==> config.mk <==
export PLATFORM = sky130hd
export DESIGN_NAME = txres_resolver
export DESIGN_NICKNAME = d
export VERILOG_FILES = /design/src/rtl/txres_pkg.sv /design/src/rtl/txres_classify.sv /design/src/rtl/txres_decide.sv /design/src/rtl/txres_table.sv /design/src/rtl/txres_resolver.sv
export SDC_FILE = /design/constraint.sdc
export NUM_CORES = 1
export LEC_CHECK = 0
export CORE_UTILIZATION = 48
export CTS_BUF_LIST = sky130_fd_sc_hd__clkbuf_8
export DETAILED_ROUTE_END_ITERATION = 10
export MAX_ROUTING_LAYER = met4
export PLACE_DENSITY = 0.95
export SLEW_MARGIN = 40
export SYNTH_ARGS = -nofsm -noshare
export SYNTH_HDL_FRONTEND = slang
export SYNTH_SLANG_ARGS = --single-unit
==> constraint.sdc <==
create_clock -name clk -period 4.7 [get_ports clk]
set_input_delay 0.705 -clock clk [delete_from_list [all_inputs] [get_ports clk]]
set_output_delay 0.705 -clock clk [all_outputs]
set_load 0.05 [all_outputs]
==> src/rtl/txres_pkg.sv <==
package txres_pkg;

    localparam int KIND_W = 3;
    localparam int K_RW   = 0;
    localparam int K_WR   = 1;
    localparam int K_WW   = 2;

    typedef logic [KIND_W-1:0] kind_t;

    typedef enum logic [1:0] {
        POL_BASE   = 2'd0,
        POL_STAMP  = 2'd1,
        POL_HYBRID = 2'd2,
        POL_SPARE  = 2'd3
    } policy_e;

    typedef enum logic [1:0] {
        ACT_NONE  = 2'd0,
        ACT_NACK  = 2'd1,
        ACT_ABORT = 2'd2
    } action_e;

    // Mask with the single kind that this access pair produces.
    function automatic kind_t kind_of(input logic remote_wr,
                                      input logic rd_hit,
                                      input logic wr_hit);
        kind_t k;
        k = '0;
        if (wr_hit && remote_wr)       k[K_WW] = 1'b1;
        else if (wr_hit && !remote_wr) k[K_WR] = 1'b1;
        else if (rd_hit && remote_wr)  k[K_RW] = 1'b1;
        return k;
    endfunction

endpackage

==> src/rtl/txres_classify.sv <==
module txres_classify
    import txres_pkg::*;
(
    input  logic  req_valid,
    input  logic  local_active,
    input  logic  req_is_write,
    input  logic  sig_rd_hit,
    input  logic  sig_wr_hit,
    output kind_t kind,
    output logic  hit
);
    always_comb begin
        kind = kind_of(req_is_write, sig_rd_hit, sig_wr_hit);
        hit  = req_valid && local_active && (kind != '0);
    end
endmodule

==> src/rtl/txres_decide.sv <==
module txres_decide
    import txres_pkg::*;
#(
    parameter int TS_W = 16,
    parameter int ID_W = 2
) (
    input  logic [1:0]      policy_sel,
    input  logic            hit,
    input  kind_t           kind,
    input  logic [TS_W-1:0] local_ts,
    input  logic [TS_W-1:0] req_ts,
    input  logic [ID_W-1:0] my_core_id,
    input  logic [ID_W-1:0] req_core_id,
    output action_e         act,
    output logic            elder
);
    policy_e pol;

    always_comb begin
        pol   = policy_e'(policy_sel);
        elder = (local_ts < req_ts) ||
                ((local_ts == req_ts) && (my_core_id < req_core_id));
        act   = ACT_NONE;
        if (hit) begin
            unique case (pol)
                POL_STAMP:  act = elder ? ACT_NACK : ACT_ABORT;
                POL_HYBRID: act = (!elder && kind[K_RW]) ? ACT_ABORT : ACT_NACK;
                default:    act = ACT_NACK;
            endcase
        end
    end
endmodule

==> src/rtl/txres_table.sv <==
module txres_table
    import txres_pkg::*;
#(
    parameter int NCORES = 4,
    parameter int ID_W   = 2
) (
    input  logic                     clk,
    input  logic                     rst,
    input  logic                     active,
    input  logic                     upd,
    input  logic [ID_W-1:0]          upd_id,
    input  kind_t                    upd_kind,
    input  logic                     mark,
    input  logic [ID_W-1:0]          stall_id,
    output kind_t                    seen_kind,
    output kind_t                    all_kind,
    output logic                     stall_pending,
    output logic [KIND_W*NCORES-1:0] rec_flat
);
    kind_t            rec_q [NCORES];
    logic [NCORES-1:0] pend_q;

    for (genvar i = 0; i < NCORES; i++) begin : g_entry
        always_ff @(posedge clk) begin
            if (rst || !active) begin
                rec_q[i]  <= '0;
                pend_q[i] <= 1'b0;
            end else begin
                if (upd && (upd_id == ID_W'(i)))  rec_q[i]  <= rec_q[i] | upd_kind;
                if (mark && (upd_id == ID_W'(i))) pend_q[i] <= 1'b1;
            end
        end
        assign rec_flat[KIND_W*i +: KIND_W] = rec_q[i];
    end

    always_comb begin
        all_kind = '0;
        for (int i = 0; i < NCORES; i++) all_kind = all_kind | rec_q[i];
        seen_kind     = rec_q[upd_id];
        stall_pending = pend_q[stall_id];
    end

    assert_table_clear_R10: assert property (@(posedge clk) disable iff (rst)
        !$past(active) |-> (rec_flat == '0));

endmodule

==> src/rtl/txres_resolver.sv <==
module txres_resolver
    import txres_pkg::*;
#(
    parameter int NCORES = 4,
    parameter int TS_W   = 16,
    localparam int ID_W  = (NCORES > 1) ? $clog2(NCORES) : 1
) (
    input  logic                     clk,
    input  logic                     rst,
    input  logic [ID_W-1:0]          my_core_id,
    input  logic [1:0]               policy_sel,
    input  logic                     local_active,
    input  logic [TS_W-1:0]          local_ts,
    input  logic                     req_valid,
    input  logic                     req_is_write,
    input  logic [ID_W-1:0]          req_core_id,
    input  logic [TS_W-1:0]          req_ts,
    input  logic                     sig_rd_hit,
    input  logic                     sig_wr_hit,
    input  logic                     stall_valid,
    input  logic [ID_W-1:0]          stall_core_id,
    output logic                     nack_valid,
    output logic [ID_W-1:0]          nack_dest,
    output logic [KIND_W-1:0]        nack_kinds,
    output logic                     nack_elder,
    output logic                     abort_req,
    output logic                     abort_rd_dep,
    output logic [KIND_W*NCORES-1:0] rec_table
);
    kind_t   kind, seen_kind, all_kind, total_kind;
    logic    hit, elder, stall_pending, deadlock;
    logic    nack_n, abort_n, mark;
    action_e act;

    txres_classify u_classify (
        .req_valid    (req_valid),
        .local_active (local_active),
        .req_is_write (req_is_write),
        .sig_rd_hit   (sig_rd_hit),
        .sig_wr_hit   (sig_wr_hit),
        .kind         (kind),
        .hit          (hit)
    );

    txres_decide #(.TS_W(TS_W), .ID_W(ID_W)) u_decide (
        .policy_sel  (policy_sel),
        .hit         (hit),
        .kind        (kind),
        .local_ts    (local_ts),
        .req_ts      (req_ts),
        .my_core_id  (my_core_id),
        .req_core_id (req_core_id),
        .act         (act),
        .elder       (elder)
    );

    txres_table #(.NCORES(NCORES), .ID_W(ID_W)) u_table (
        .clk           (clk),
        .rst           (rst),
        .active        (local_active),
        .upd           (hit),
        .upd_id        (req_core_id),
        .upd_kind      (kind),
        .mark          (mark),
        .stall_id      (stall_core_id),
        .seen_kind     (seen_kind),
        .all_kind      (all_kind),
        .stall_pending (stall_pending),
        .rec_flat      (rec_table)
    );

    always_comb begin
        deadlock   = local_active && stall_valid && stall_pending;
        abort_n    = (act == ACT_ABORT) || deadlock;
        nack_n     = (act == ACT_NACK) && !deadlock;
        mark       = nack_n && !elder;
        total_kind = all_kind | (hit ? kind : '0);
    end

    always_ff @(posedge clk) begin
        if (rst) begin
            nack_valid   <= 1'b0;
            nack_dest    <= '0;
            nack_kinds   <= '0;
            nack_elder   <= 1'b0;
            abort_req    <= 1'b0;
            abort_rd_dep <= 1'b0;
        end else begin
            nack_valid   <= nack_n;
            nack_dest    <= nack_n ? req_core_id : '0;
            nack_kinds   <= nack_n ? (seen_kind | kind) : '0;
            nack_elder   <= nack_n && elder;
            abort_req    <= abort_n;
            abort_rd_dep <= abort_n && (total_kind == kind_t'(1 << K_RW));
        end
    end

    assert_one_action_R11: assert property (@(posedge clk) disable iff (rst)
        !(nack_valid && abort_req));

    assert_idle_quiet_R2: assert property (@(posedge clk) disable iff (rst)
        !$past(local_active) |-> (!nack_valid && !abort_req));

    assert_nack_has_kind_R7: assert property (@(posedge clk) disable iff (rst)
        nack_valid |-> (nack_kinds != '0));

    assert_rddep_with_abort_R9: assert property (@(posedge clk) disable iff (rst)
        abort_rd_dep |-> abort_req);

    assert_deadlock_abort_R8: assert property (@(posedge clk) disable iff (rst)
        (local_active && stall_valid && stall_pending) |=> abort_req);

endmodule

# Word level (Yosys, flattened, before mapping)
# Memory sizes are Yosys's and may differ from the RTL's.
# Index checks and enable logic that the tools add are counted.
[word_totals]
in_bits = 48
ram_bits = 12
word_cells = 98
output_inout_bits = 21
n_memories = 1
ff_bits = 13
[mem_list]
columns = ["name", "depth", "word_bits", "rd", "rd_clocked_by_memory_dff", "wr", "line", "source"]
rows = [
  ["u_table.rec_q", 4, 3, 5, 0, 4, "txres_table.sv:20", "kind_t rec_q [NCORES];"],
]
[op_classes]
eq_ne = 9
bitwise = 14
order_cmp = 3
mux = 30
reduce_logical = 31
[ops]
columns = ["op", "n"]
rows = [
  ["$or 3x3->3", 9],
  ["$logic_and 1x1->1", 21],
  ["$mux 1", 19],
  ["$eq 16x16->1", 1],
  ["$lt 16x16->1", 1],
  ["$mux 3", 5],
  ["$eq 2x2->1 const B", 4],
  ["$mux 2", 4],
  ["$eq 2x1->1 const B", 3],
  ["$logic_not 1->1", 4],
  ["$or 1x1->1", 4],
  ["$pmux 2 s2", 1],
  ["$eq 3x1->1 const B", 1],
  ["$logic_or 1x1->1", 3],
  ["$lt 2x3->1 const B", 1],
  ["$reduce_bool 3->1", 1],
  ["$bmux 1 s2", 1],
  ["$logic_not 2->1", 1],
  ["$lt 2x2->1", 1],
  ["$reduce_or 2->1", 1],
  ["$not 1->1", 1],
]

# Logic depth before layout (Yosys ltp)
# Gate-level depths: netlist (run 1).
[logic_depth]
depth_word = 12
mapped_depth = 8
depth_no_buf = 8

# Hierarchy
# A second synthesis (run 1) with hierarchy kept.
[unflattened]
cells_unflattened = 180
hier_area_um2 = 1767.9
[modules_own_cells]
columns = ["module", "cells_each", "instances", "area_per_inst_um2", "seq_area_each_um2"]
rows = [
  ["txres_table", 73, 1, 864.6, 440.4],
  ["txres_decide", 75, 1, 559.3, 0.0],
  ["txres_resolver", 25, 1, 307.8, 180.2],
  ["txres_classify", 7, 1, 36.3, 0.0],
]

# Worst setup path after synthesis (run 1)
# OpenSTA, ideal clock, no wires.
[synth_path]
kind = "input-to-reg"
startpoint = "input req_ts[15]"
endpoint = "register nack_kinds[0]"
n_path_buf = 0
setup_slack_ns = 2.214
setup_time_ns = 0.136
arrival_ns = 2.350
cell_stages = 8
t_required_ns = 4.564
cell_sequence = "inv_1 -> ha_1 -> nand4_2 -> or3_1 -> o21ai_1 -> nor3_4 -> o311ai_4 -> nor4_1"
[synth_between]
elab_chain_len = 12
word_cells_on_any_way = 14
classes_between = "order compare: 1; eq/ne: 2; mux: 4; bitwise: 1; reduce/logical: 6"
[synth_lines]
columns = ["element", "line", "source"]
rows = [
  ["start: declaration", "txres_resolver.sv:17", "input logic [TS_W-1:0] req_ts,"],
  ["parallel branches: the longest is 2 deep, another holds $lt 16x16->1", "n/a", ""],
  ["$logic_or 1x1->1 (*)", "txres_decide.sv:21", "elder = (local_ts < req_ts) ||"],
  ["$logic_not 1->1", "txres_decide.sv:27", "POL_HYBRID: act = (!elder && kind[K_RW]) ? ACT_ABORT : ACT_NACK;"],
  ["$logic_and 1x1->1", "txres_decide.sv:27", ""],
  ["$mux 2", "txres_decide.sv:27", ""],
  ["$pmux 2 s2 (*)", "txres_decide.sv:25", "unique case (pol)"],
  ["$mux 2 (*)", "txres_decide.sv:24", "if (hit) begin"],
  ["$eq 2x1->1 (*)", "txres_resolver.sv:75", "nack_n = (act == ACT_NACK) && !deadlock;"],
  ["$logic_and 1x1->1 (*)", "txres_resolver.sv:75", ""],
  ["$not 1->1 (no source line) (*)", "n/a", ""],
  ["$reduce_or 2->1 (no source line) (*)", "n/a", ""],
  ["end signal: assignment", "txres_resolver.sv:91", "nack_kinds <= nack_n ? (seen_kind | kind) : '0;"],
  ["end: declaration", "txres_resolver.sv:24", "output logic [KIND_W-1:0] nack_kinds,"],
]
# Mark *: on every way between the ends.
# A chain may end at the register's enable or synchronous reset.

# Worst setup path in the final report (run 1)
[layout_path]
startpoint = "input req_ts[15]"
endpoint = "register nack_kinds[2]"
# Same word-level chain as after synthesis.

==> qor.log, run 1 <==
[placement] count of port buffers added during placement 68
[synth] sequential element share of the synthesized area 36.2%
[final_layout] utilization after layout 73.3%
[placement] dpl ws 1.56 ns
[global_routing] global route overflow 0
[flow_run] number of max-capacitance violations reported 0
[synth] number of warning messages in the yosys log 0
[timing] Final setup viols 0
[floorplan] I/O pin total 69
[final_layout] share of layout cells above drive strength 1 7.35%
[synth] number of instances in the synthesized netlist 177
[timing] post-layout minimum cycle time 2.85 ns
[detailed_routing] routed via count divided by cell count 5.41
[worst_setup_path] Worst setup EP type flop
[cts] post-CTS setup buffers 0
[synth] top area cells in the synthesized netlist edfxtp_1 21%, dfxtp_1 15%, ha_1 14%, o21a_1 6.6%, mux4_2 5.3%
[worst_hold_path] Hold Path Class flop to flop
[timing] Final Skew 0.00606 ns
[timing] slack of the critical path 1.85 ns
[final_layout] antenna cells 0
[detailed_routing] number of violations reported at the end of detailed-routing iteration 0 46
[worst_setup_path] critical setup path kind input pin to flop
[worst_hold_path] worst hold start u_table.pend_q[2]$_SDFFE_PP0P_
[worst_setup_path] Crit Reg-Reg Startpoint u_table.pend_q[3]$_SDFFE_PP0P_
[detailed_routing] detailed-route wire length per cell 14.5 um
[pwr] pwr/cell area 212 nW/um2
[final_layout] fillers 253
[synth] number of nets produced by synthesis 244
[floorplan] effective utilization at floorplan 50.6%
[timing] normalized max-slew margin 56.9%
[worst_setup_path] length in cells of the worst reg-to-reg path 5
[cts] later-pin clock latency in the skew report 0.28 ns
[pwr] total power consumption of the routed design 0.527 mW
[global_routing] vias in the first global route 1,437
[timing] Final Cycle Share 60.7%
[cts] hold buffers post-CTS 0
[cts] total number of H-tree levels 1
[global_routing] initial antenna violation count 0
[synth] area share of the largest cell type after synthesis 21.0%
[pwr] Worst IR Drop VDD 0.203 mV
[synth] Avg Synthesized Cell Area 9.68 um2
[worst_setup_path] worst path arrival time 2.99 ns
[timing] Setup TNS Final 0 ns
[detailed_routing] iteration count of the initial detailed-routing pass 4
[floorplan] vertical die dimension 61.8 um
[synth] Synth area leader edfxtp_1
[global_routing] GR Util All Layers 23.9%
[timing] achievable clock frequency 351 MHz
[worst_setup_path] Worst Path Required 4.84 ns
[worst_setup_path] CP Launch Point req_ts[15]
[final_layout] area overhead of the layout relative to synthesis 45.0%
[cts] clock tree root buffer cell clkbuf_8
[timing] final number of max-transition violations 0
[status] status complete, no violations
[cts] CTS tree done
[timing] Final Hold Viols 0
[detailed_routing] Post-Route WL 4220 um
[cts] quantity of gates resized following cts 0
[detailed_routing] number of design rule violations left after detail routing 0
[cts] number of buffers added by the clock tree synthesis step 3
[worst_hold_path] Worst Hold Path Cells 2
[floorplan] floorplan core area 3390 um2
[placement] HPWL after detailed placement 3500 um
[worst_setup_path] nature of the critical path startpoint input pin
[synth] number of distinct library cells after synthesis 34
[floorplan] Die Wd 61.8 um
[timing] worst-margin pin slew 0.646 ns
[placement] Routability Congestion 0.844
[detailed_routing] Antenna Violating Nets Remaining 0
[global_routing] wire length of the first global-routing pass 6440 um
[global_routing] maximum number of pins on one net before global-route repair 16
[cts] buffer levels on the longest clock path 2
[worst_setup_path] maximum net fanout on the critical path 8
[floorplan] Die Area 3810 um2
[floorplan] std cell rows 21
[cts] Clock Sink Count 25
[detailed_routing] total number of vias 1,573
[synth] Yosys reg bits 25
[pwr] Lkg Pwr 0.986 nW
[final_layout] final net count 313
[synth] Syn Std Cell Area 1710 um2
[timing] setup repair after global routing missed its margin false
[cts] clock transition at the registers of the reported paths 0.09 ns
logic make-up (layout without fill, tap and decap cells):
group           Yosys count  after routing  share of synthesized area [%]
compound gates           37             37                           16.6
fa+ha+maj                19             19                           13.9
buf+inv                  26             94                           5.77
flops                    25             25                           36.2
mux                       4              4                           5.26
simple gates             66             66                           22.3
layout by cell type (no fill, tap or decap), types with 4 or more instances in the layout:
master	netlist	layout
nor3_1	4	4
edfxtp_1	12	12
inv_1	22	22
a21oi_1	8	8
nor4_1	7	7
ha_1	19	19
nor2_1	14	14
clkdlybuf4s50_1	0	68
nand2_1	15	15
mux4_2	4	4
nand3_1	4	4
dfxtp_1	13	13
nand4_1	4	4
o21a_1	15	15
o21ai_1	5	5
synth_stat cells (all sizes together):
| library cell | n |
|---|---|
| nor4b | 1 |
| nand4 | 5 |
| inv | 22 |
| edfxtp | 12 |
| mux4 | 4 |
| and2 | 3 |
| or3 | 4 |
| nor4 | 8 |
| nor3 | 6 |
| o311ai | 2 |
| a21boi | 1 |
| o21a | 15 |
| dfxtp | 13 |
| o2111ai | 1 |
| a21oi | 8 |
| a2bb2oi | 1 |
| nor2b | 3 |
| o21ai | 5 |
| o211ai | 2 |
| and3 | 2 |
| clkbuf | 3 |
| nand3 | 4 |
| buf | 1 |
| nor2 | 14 |
| ha | 19 |
| a211oi | 1 |
| a31oi | 1 |
| nand2b | 1 |
| nand2 | 15 |
flip-flops by register name (all words and copies together), names as in the netlist:
register,cells
nack_kinds,3
nack_dest,2
u_table.rec_q,12
nack_valid,1
nack_elder,1
u_table.pend_q,4
abort_req,1
abort_rd_dep,1
final cells by class:
cell class / count / area [um2] / share of cell area, %
clock buffer: 3 / 41.3 / 1.66
sequential: 25 / 621 / 25.0
tap: 46 / 57.6 / 2.32
clock inverter: 1 / 7.51 / 0.302
inverter: 22 / 82.6 / 3.32
multi-input combinational: 126 / 995 / 40.0
timing repair buffer: 68 / 681 / 27.4
power by group:
group	switching (mW)	leakage [nW]	internal, mW
combinational	0.0798	0.725	0.0758
clock	0.0703	0.0217	0.0602
sequential	0.00644	0.239	0.235
worst max-delay path: stages:
cell and delay (ns):
clkdlybuf4s50_1 0.45, inv_1 0.04, ha_1 0.32, nand4_2 0.16
nor4_2 0.38, a21boi_4 0.28, nor3_4 0.09, o311ai_4 0.45
nor4_1 0.11
stage by stage:
stage / cell area [um2] / hold slack, ns / std cells
after detailed placement: 2440 / 0.438 / 287
final: 2480 / 0.453 / 291
after CTS: 2480 / 0.454 / 291
after global routing: 2480 / 0.494 / 291
after global placement: 2440 / 0.432 / 287
after floorplan: 1710 / 0.422 / 177
routing by layer:
layer  track usage, %  routed length (um)  vias to the layer above
met5                -                   0                        -
met4             6.03                  57                        0
met3             4.55                 178                        8
met2             42.4                2280                       48
met1             27.9                1700                      735
li1                 -                   -                      782
worst paths after layout:
| path | end | slack [ns] |
|---|---|---|
| worst min-delay path | u_table.pend_q[2]$_SDFFE_PP0P_ | 0.45 |
| worst max-delay path | nack_kinds[2]$_SDFF_PP0_ | 1.85 |
| worst min register to register | u_table.pend_q[2]$_SDFFE_PP0P_ | 0.45 |
| worst max register to register | nack_kinds[2]$_SDFF_PP0_ | 2.89 |
Power figures use the tool's default switching activity.
==> run 2: changes to the inputs <==
--- a/config.mk
+++ b/config.mk
@@ -5,11 +5,11 @@
 export SDC_FILE = /design/constraint.sdc
 export NUM_CORES = 1
 export LEC_CHECK = 0
-export CORE_UTILIZATION = 48
+export CORE_UTILIZATION = 40
 export CTS_BUF_LIST = sky130_fd_sc_hd__clkbuf_8
 export DETAILED_ROUTE_END_ITERATION = 10
 export MAX_ROUTING_LAYER = met4
-export PLACE_DENSITY = 0.95
+export PLACE_DENSITY = 0.86
 export SLEW_MARGIN = 40
 export SYNTH_ARGS = -nofsm -noshare
 export SYNTH_HDL_FRONTEND = slang
==> constraint.sdc (replaced) <==
create_clock -name clk -period 2.5 [get_ports clk]
set_input_delay 0.375 -clock clk [delete_from_list [all_inputs] [get_ports clk]]
set_output_delay 0.375 -clock clk [all_outputs]
set_load 0.05 [all_outputs]
==> qor.log, run 2 (same netlist as run 1, synthesis figures left out) <==
[status] status complete, no violations
[cts] clock transition at the registers of the reported paths 0.09 ns
[timing] Final setup viols 0
[worst_setup_path] Worst Path Required 2.65 ns
[worst_setup_path] nature of the critical path startpoint input pin
[timing] normalized max-slew margin 65.9%
[global_routing] GR Util All Layers 20.3%
[pwr] pwr/cell area 377 nW/um2
[detailed_routing] Antenna Violating Nets Remaining 0
[floorplan] floorplan core area 4060 um2
[cts] clock tree root buffer cell clkbuf_8
[global_routing] initial antenna violation count 0
[pwr] Worst IR Drop VDD 0.358 mV
[pwr] total power consumption of the routed design 1.05 mW
[detailed_routing] number of design rule violations left after detail routing 0
[flow_run] number of max-capacitance violations reported 0
[timing] worst hold margin 0.451 ns
[detailed_routing] iteration count of the initial detailed-routing pass 4
[floorplan] std cell rows 23
[cts] later-pin clock latency in the skew report 0.27 ns
[final_layout] area overhead of the layout relative to synthesis 62.7%
[cts] number of buffers added by the clock tree synthesis step 3
[global_routing] vias in the first global route 1,563
[final_layout] final net count 324
[final_layout] fillers 305
[timing] Final Hold Viols 0
[global_routing] wire length of the first global-routing pass 6750 um
[final_layout] share of layout cells above drive strength 1 19.1%
[final_layout] most used cells in the layout excluding fill and tap cells 66 x clkdlybuf4s50_1, 19 x inv_1, 15 x o21a_1
[placement] Routability Congestion 0.921
[floorplan] I/O pin total 69
[worst_setup_path] maximum net fanout on the critical path 8
[worst_hold_path] Hold Path Class flop to flop
[detailed_routing] number of violations reported at the end of detailed-routing iteration 0 116
[detailed_routing] routed via count divided by cell count 5.43
[global_routing] maximum number of pins on one net before global-route repair 16
[floorplan] Die Wd 67.5 um
[floorplan] vertical die dimension 67.5 um
[final_layout] utilization after layout 68.7%
[placement] HPWL after detailed placement 3490 um
[cts] buffer levels on the longest clock path 2
[pwr] Lkg Pwr 1.07 nW
[final_layout] Largest register FFs 12
[timing] Final Cycle Share 98.8%
[floorplan] Die Area 4550 um2
[final_layout] register bank with the most flops u_table.rec_q
[timing] final number of max-transition violations 0
[worst_setup_path] critical setup path kind input pin to flop
[cts] Clock Sink Count 25
[timing] Final Skew 0.00726 ns
[timing] post-layout minimum cycle time 2.47 ns
[global_routing] global route overflow 0
[final_layout] most frequent standard cell in the layout excluding fill and tap cells clkdlybuf4s50_1
[floorplan] effective utilization at floorplan 42.2%
[detailed_routing] Post-Route WL 4680 um
[placement] count of port buffers added during placement 68
[final_layout] antenna cells 0
[final_layout] registers with the highest flip-flop counts u_table.rec_q: 12 flops, u_table.pend_q: 4 flops, nack_kinds: 3 flops
[cts] total number of H-tree levels 1
[cts] CTS tree done
[timing] worst-margin pin slew 0.510 ns
[detailed_routing] detailed-route wire length per cell 15.3 um
[worst_setup_path] Worst setup EP type flop
[worst_setup_path] worst path arrival time 2.62 ns
[detailed_routing] total number of vias 1,662
[cts] hold buffers post-CTS 0
[timing] achievable clock frequency 405 MHz
## run 2: layout make-up
type / count / area (um2) / area share [%]
clock inverter: 1 / 7.51 / 0.269
inverter: 22 / 82.6 / 2.96
multi-input combinational: 126 / 1190 / 42.8
clock buffer: 3 / 41.3 / 1.48
sequential: 25 / 621 / 22.3
timing repair buffer: 79 / 781 / 28.0
tap: 50 / 62.6 / 2.24
## run 2: per-layer routing
| layer | wire [um] | GRT usage [%] | vias up |
|---|---|---|---|
| met1 | 1880 | 23.8 | 792 |
| met2 | 2500 | 35.8 | 55 |
| met5 | 0 | - | - |
| met3 | 236 | 3.21 | 6 |
| met4 | 65 | 5.05 | 0 |
| li1 | - | - | 809 |
## run 2: worst max-delay path: stages
cell             delay (ns)
clkdlybuf4s50_1        0.47
inv_2                  0.05
ha_4                   0.26
nand4_1                0.17
nor4_4                 0.34
a21boi_4               0.29
nor3_4                 0.10
o311ai_4               0.33
buf_12                 0.17
nor4_1                 0.05
## run 2: timing repair
item	CTS	global route
buffers inserted	0	2
pin swaps	1	9
gates resized for setup	1	25
endpoints found under the setup margin	1	12
## run 2: metrics by stage
stage | setup slack, ns | setup TNS, ns | std cells | area [um2]
6_report | 0.0309 | 0 | 306 | 2790
5_1_grt | -0.0427 | -0.305 | 306 | 2790
4_1_cts | 0.0567 | 0 | 304 | 2570
3_5_place_dp | -0.279 | -2.79 | 300 | 2510
3_3_place_gp | -0.189 | -2.01 | 300 | 2510
2_1_floorplan | 0.344 | 0 | 177 | 1710
## run 2: report_power, final
part           internal [mW]  total (mW)  leakage [nW]  switching [mW]
logic                  0.177       0.355         0.811           0.178
clock network          0.113       0.242        0.0217           0.129
registers              0.441       0.454         0.239          0.0129
total                  0.732        1.05          1.07           0.320
## run 2: final timing paths
check	start	end	slack, ns	depth (start not counted)
max	req_ts[6]	nack_kinds[0]$_SDFF_PP0_	0.03	10
min	u_table.pend_q[0]$_SDFFE_PP0P_	u_table.pend_q[0]$_SDFFE_PP0P_	0.45	2
max reg2reg	u_table.pend_q[3]$_SDFFE_PP0P_	nack_dest[0]$_SDFF_PP0_	0.60	6
min reg2reg	u_table.pend_q[0]$_SDFFE_PP0P_	u_table.pend_q[0]$_SDFFE_PP0P_	0.45	2
